### src/rtl/tef_pkg.sv
package tef_pkg;
  localparam int unsigned REG_W     = 8;
  localparam int unsigned NUM_FLAGS = 2;
  // flag index equals its bit position in the register
  localparam int unsigned OS_POS    = 0;
  localparam int unsigned CAP_POS   = 1;
  localparam int unsigned SEL_POS   = 2;
  localparam int unsigned USED_W    = SEL_POS + 1;
endpackage

### src/rtl/tef_rst_sync.sv
module tef_rst_sync #(
  parameter int unsigned STAGES = 2
) (
  input  logic clk,
  input  logic rst_n,
  output logic rst_sync_n
);
  logic [STAGES-1:0] chain_q;

  always_ff @(posedge clk or negedge rst_n) begin
    if (!rst_n) chain_q <= '0;
    else        chain_q <= {chain_q[STAGES-2:0], 1'b1};
  end

  assign rst_sync_n = chain_q[STAGES-1];
endmodule

### src/rtl/tef_flag_cell.sv
module tef_flag_cell (
  input  logic clk,
  input  logic rst_n,
  input  logic lp_i,
  input  logic set_i,
  input  logic rd_i,
  input  logic wr_i,
  input  logic wbit_i,
  output logic flag_o,
  output logic rise_o
);
  logic flag_q, flag_nxt, flag_en;
  logic arm_q, arm_nxt, arm_en;
  logic clr_ok;

  assign clr_ok = wr_i && !wbit_i && arm_q;

  always_comb begin
    flag_nxt = flag_q;
    flag_en  = 1'b0;
    if (lp_i) begin
      flag_nxt = 1'b0;
      flag_en  = 1'b1;
    end else if (set_i) begin
      flag_nxt = 1'b1;          // set wins over a clearing write
      flag_en  = 1'b1;
    end else if (clr_ok) begin
      flag_nxt = 1'b0;
      flag_en  = 1'b1;
    end
  end

  always_comb begin
    arm_nxt = arm_q;
    arm_en  = 1'b0;
    if (lp_i || wr_i) begin
      arm_nxt = 1'b0;
      arm_en  = 1'b1;
    end else if (rd_i && flag_q) begin
      arm_nxt = 1'b1;
      arm_en  = 1'b1;
    end
  end

  always_ff @(posedge clk or negedge rst_n) begin
    if (!rst_n) begin
      flag_q <= 1'b0;
      arm_q  <= 1'b0;
    end else begin
      if (flag_en) flag_q <= flag_nxt;
      if (arm_en)  arm_q  <= arm_nxt;
    end
  end

  assign flag_o = flag_q;
  assign rise_o = set_i && !flag_q && !lp_i;
endmodule

### src/rtl/tmr_evt_flags.sv
module tmr_evt_flags
  import tef_pkg::*;
#(
  parameter int unsigned SYNC_STAGES = 2
) (
  input  logic             clk,
  input  logic             rst_n,
  input  logic             lp_mode,
  input  logic             cap_strobe,
  input  logic             os_end_strobe,
  input  logic             bus_re,
  input  logic             bus_we,
  input  logic [REG_W-1:0] bus_wdata,
  output logic [REG_W-1:0] bus_rdata,
  output logic             sel_os,
  output logic             cap_flag,
  output logic             os_flag,
  output logic             irq
);
  logic                 rst_int_n;
  logic                 sel_q, sel_nxt;
  logic                 irq_q, irq_nxt;
  logic [NUM_FLAGS-1:0] set_vec, flag_vec, rise_vec;
  logic                 unused_wbits;

  tef_rst_sync #(.STAGES(SYNC_STAGES)) u_rst_sync (
    .clk        (clk),
    .rst_n      (rst_n),
    .rst_sync_n (rst_int_n)
  );

  // source gating by the select bit
  always_comb begin
    set_vec          = '0;
    set_vec[CAP_POS] = cap_strobe && !sel_q;
    set_vec[OS_POS]  = os_end_strobe && sel_q;
  end

  for (genvar gi = 0; gi < NUM_FLAGS; gi++) begin : g_flag
    tef_flag_cell u_cell (
      .clk    (clk),
      .rst_n  (rst_int_n),
      .lp_i   (lp_mode),
      .set_i  (set_vec[gi]),
      .rd_i   (bus_re),
      .wr_i   (bus_we),
      .wbit_i (bus_wdata[gi]),
      .flag_o (flag_vec[gi]),
      .rise_o (rise_vec[gi])
    );
  end

  assign sel_nxt = bus_we ? bus_wdata[SEL_POS] : sel_q;
  assign irq_nxt = |rise_vec;

  always_ff @(posedge clk or negedge rst_int_n) begin
    if (!rst_int_n) begin
      sel_q <= 1'b0;
      irq_q <= 1'b0;
    end else begin
      if (bus_we) sel_q <= sel_nxt;
      irq_q <= irq_nxt;
    end
  end

  always_comb begin
    bus_rdata                = '0;
    bus_rdata[NUM_FLAGS-1:0] = flag_vec;
    bus_rdata[SEL_POS]       = sel_q;
  end

  assign unused_wbits = ^bus_wdata[REG_W-1:USED_W];

  assign sel_os   = sel_q;
  assign cap_flag = flag_vec[CAP_POS];
  assign os_flag  = flag_vec[OS_POS];
  assign irq      = irq_q;
endmodule

### config.mk
export PLATFORM = sky130hd
export DESIGN_NAME = tmr_evt_flags
export DESIGN_NICKNAME = d
export VERILOG_FILES = /design/src/rtl/tef_pkg.sv /design/src/rtl/tef_rst_sync.sv /design/src/rtl/tef_flag_cell.sv /design/src/rtl/tmr_evt_flags.sv
export SDC_FILE = /design/constraint.sdc
export NUM_CORES = 1
export LEC_CHECK = 0
export CORE_AREA = 2 2 39 41
export CTS_CLUSTER_SIZE = 28
export DETAILED_ROUTE_END_ITERATION = 10
export DIE_AREA = 0 0 41 43
export GPL_TIMING_DRIVEN = 0
export HOLD_SLACK_MARGIN = 0.12
export PLACE_DENSITY = 0.66
export REMOVE_ABC_BUFFERS = 1
export SLEW_MARGIN = 30
export SYNTH_ARGS = -nofsm -noshare
export SYNTH_HDL_FRONTEND = slang
export SYNTH_SLANG_ARGS = --single-unit
### constraint.sdc
create_clock -name clk -period 1.2 [get_ports clk]
set_clock_uncertainty 0.2 [all_clocks]
set_input_delay 0.18 -clock clk [delete_from_list [all_inputs] [get_ports clk]]
set_output_delay 0.18 -clock clk [all_outputs]
set_load 0.02 [all_outputs]
==> results by group <==
Route
  – DRT iter0 DRCs: 0
  – Drt pass-1 iters: 1
  – DRC Markers: 0
  – Detailed-route via count: 268
  – DRT antenna net count: 0
  – Post-Route WL: 566 um
  – Vias/cell: 3.94
  – Post-DR wirelength/cell: 8.32 um

STA
  – Final hold vios: 0
  – Slew Limit Fails: 0
  – Fin crit share: 100%
  – FMAX: 0.830 GHz
  – RSZ-0062 raised after global routing: true
  – Final count of negative-setup-slack endpoints: 2
  – Setup ws final: -0.00537 ns
  – Tmin final: 1.21 ns

Logic synthesis
  – Post-synthesis mux area share: 3.16%
  – Cell taking the most area after synthesis: dfrtp_1
  – Flops & latches, synth: 8
  – Xor/xnor share of the synthesized area: 0%
  – Synth Instances: 33
  – Ys Warns: 0
  – Synth Area in Compound Gates: 10.9%
  – Area contributors post-synth: dfrtp_1 (56%), buf_4 (17%), a21oi_1 (5.6%)
  – Adder-cell share of the synthesized area: 0%
  – Sequential share of the synthesized area: 56.1%
  – Mapped Area: 357 um^2
  – Post-Synth Simple-Gate Area: 10.9%
  – Largest family of logic cells by synthesized area: buffers and inverters
  – Avg Cell Area, Syn: 10.8 um^2
  – Share of the synthesized area in the top cell type: 56.1%
  – Yosys cell types: 11

Finish
  – Share of post-route cells with drive strength above 1: 25.0%
  – Final core occ: 38.1%
  – Fill count: 140
  – Ant. Diodes: 0
  – Fin area: 527 um^2
  – Area Overhead vs Synth: 47.7%
  – Final #Nets: 69

Clocking
  – Clk pin slew, worst setup/hold paths: 0.05 ns
  – TritonCTS Sinks: 8
  – Htree depth: 1
  – Clk buf depth: 2
  – Worst-Skew Late Latency: 0.25 ns
  – CTS Root Cell: clkbuf_4
  – TritonCTS buffer count: 3
  – CTS tree: yes

Worst setup path
  – CP required: 0.82 ns
  – Setup crit end kind: output port
  – CP top delay family: flip-flops
  – Critical Path Fanout Max: 5
  – CP Cell Sequence: buf_2
  – Buffers & Inverters on Critical Path: 1
  – Slowest cell delay on critical path: 0.40 ns
  – Worst Setup Path Type: flop to output port
  – CP Data Arrival Time: 0.83 ns
  – Startpoint class of the critical path: flop
  – Slowest-stage cell, CP: dfrtp_1

Placement
  – DP Area: 492 um^2
  – Detailed Place HPWL: 456 um
  – Routability cong.: 0.674
  – PortBufs: 16

Power and ir drop
  – Clock Power Share: 30.5%
  – Sequential Power Share: 46.4%
  – Internal power: 474 uW
  – Sw Ratio: 26.0%
  – Pleak: 0.251 nW
  – Comb power frac: 23.1%
  – P_sw: 166 uW
  – Power per cell area: 1220 nW/um^2
  – Worst vdd ir: 0.733 mV

Global routing
  – Pin count of the biggest net entering global routing: 7
  – GRT Total Usage: 8.23%
  – Vias in the first global route: 248
  – Final global-route overflow total: 0
  – Initial antenna violation count: 0
  – First-pass GRT wire length: 938 um

Outcome
  – Failing checks: negative setup slack
  – Run status: finished with violations

Floorplan
  – Row cnt: 14
  – Io pins: 27
  – Die span in y: 43 um
  – Die X: 41 um
  – Initial core utilization: 25.8%
  – Core ar.: 1380 um^2
  – Die area: 1760 um^2

Flow run
  – Total of max-cap violations: 0

Min path
  – HP Class: flop to flop
==> sequential cells by signal, indices dropped and copies added (netlist names) <==
| register | count |
|---|---|
| irq | 1 |
| g_flag.u_cell.arm_q | 2 |
| g_flag.u_cell.flag_o | 2 |
| sel_os | 1 |
| u_rst_sync.chain_q | 2 |
==> worst paths after layout <==
path | startpoint | end | slack, ns | depth (start not counted)
worst max-delay path | sel_os | sel_os | -0.005 | 1
worst min-delay path | u_rst_sync.chain_q[0] | u_rst_sync.chain_q[1] | 0.14 | 0
worst min register to register | u_rst_sync.chain_q[0] | u_rst_sync.chain_q[1] | 0.14 | 0
max in group asynchronous | u_rst_sync.chain_q[1] | g_flag[1].u_cell.arm_q | 0.15 | 1
worst max register to register | g_flag[0].u_cell.flag_o | irq | 0.12 | 3
min in group asynchronous | u_rst_sync.chain_q[1] | g_flag[1].u_cell.flag_o | 0.44 | 1
==> kinds of logic (layout without fill, tap and decap cells) <==
group / Yosys count / count (layout)
buf+inv: 8 / 23
other cells: 2 / 6
compound gates: 7 / 7
simple gates: 7 / 7
mux: 1 / 1
flops: 8 / 8
==> cells in the final DEF (no fill, tap or decap), drive strengths merged <==
| master | synthesis | layout |
|---|---|---|
| o21ai | 2 | 2 |
| buf | 8 | 9 |
| dfrtp | 8 | 8 |
| clkbuf | 0 | 3 |
| nand2b | 1 | 1 |
| o22a | 1 | 1 |
| nor2 | 1 | 1 |
| nand2 | 3 | 3 |
| a21oi | 4 | 4 |
| dlygate4sd3 | 0 | 2 |
| nor3 | 2 | 2 |
| mux2 | 1 | 1 |
| clkdlybuf4s50 | 0 | 9 |
| conb | 2 | 6 |
==> repair_timing <==
action                                  4_1_cts  5_1_grt
endpoints found under the hold margin         8        0
cloned                                        0        0
endpoints found under the setup margin        7        4
buffers inserted                              2        0
resized for setup                            28        4
hold buffers                                  2        0
==> layer usage <==
metal	track usage [%]	part of all wire, %	up-vias
met5	0	0	-
met4	0	0	0
met3	7.85	14	0
met2	13.4	52	16
met1	7.69	34	117
li1	-	-	135
==> metrics by stage <==
| step | power [mW] | setup TNS, ns | hold slack (ns) | cells | setup WS (ns) |
|---|---|---|---|---|---|
| 6_report | 0.640 | -0.0100 | 0.145 | 68 | -0.00537 |
| 4_1_cts | 0.646 | -0.0298 | 0.150 | 68 | -0.0155 |
| 5_1_grt | 0.679 | -0.0894 | 0.153 | 68 | -0.0306 |
| 3_5_place_dp | 0.451 | -1.70 | -0.105 | 61 | -0.202 |
| 2_1_floorplan | 0.369 | -0.0390 | -0.316 | 29 | -0.0390 |
| 3_3_place_gp | 0.449 | -1.66 | -0.105 | 61 | -0.207 |
==> worst reg2reg max path, stage by stage (launching register included) <==
cell and delay (ns):
dfrtp_1 0.39, buf_4 0.15, o22a_1 0.20, nor2_1 0.08
==> power by group through the flow <==
stage	sequential (mW)	clock [mW]	combinational, mW
final	0.297	0.195	0.148
after global routing	0.299	0.219	0.162
after CTS	0.295	0.207	0.144
after detailed placement	0.307	0	0.143
after global placement	0.307	0	0.142
after floorplan	0.332	0	0.0374
==> cells in the mapped netlist <==
| cell type | number |
|---|---|
| mux2_1 | 1 |
| nand2b_4 | 1 |
| buf_4 | 8 |
| a21oi_1 | 4 |
| nor2_1 | 1 |
| conb_1 | 2 |
| o21ai_1 | 2 |
| dfrtp_1 | 8 |
| nor3_1 | 2 |
| nand2_1 | 3 |
| o22a_1 | 1 |
==> layout make-up <==
type | count | area, um^2 | area share [%]
sequential | 8 | 200 | 38.0
timing repair buffer | 20 | 173 | 32.8
clock buffer | 3 | 22.5 | 4.28
multi-input combinational | 21 | 111 | 21.1
tap | 16 | 20.0 | 3.80
Note: power is estimated with default switching activity, not from simulation.
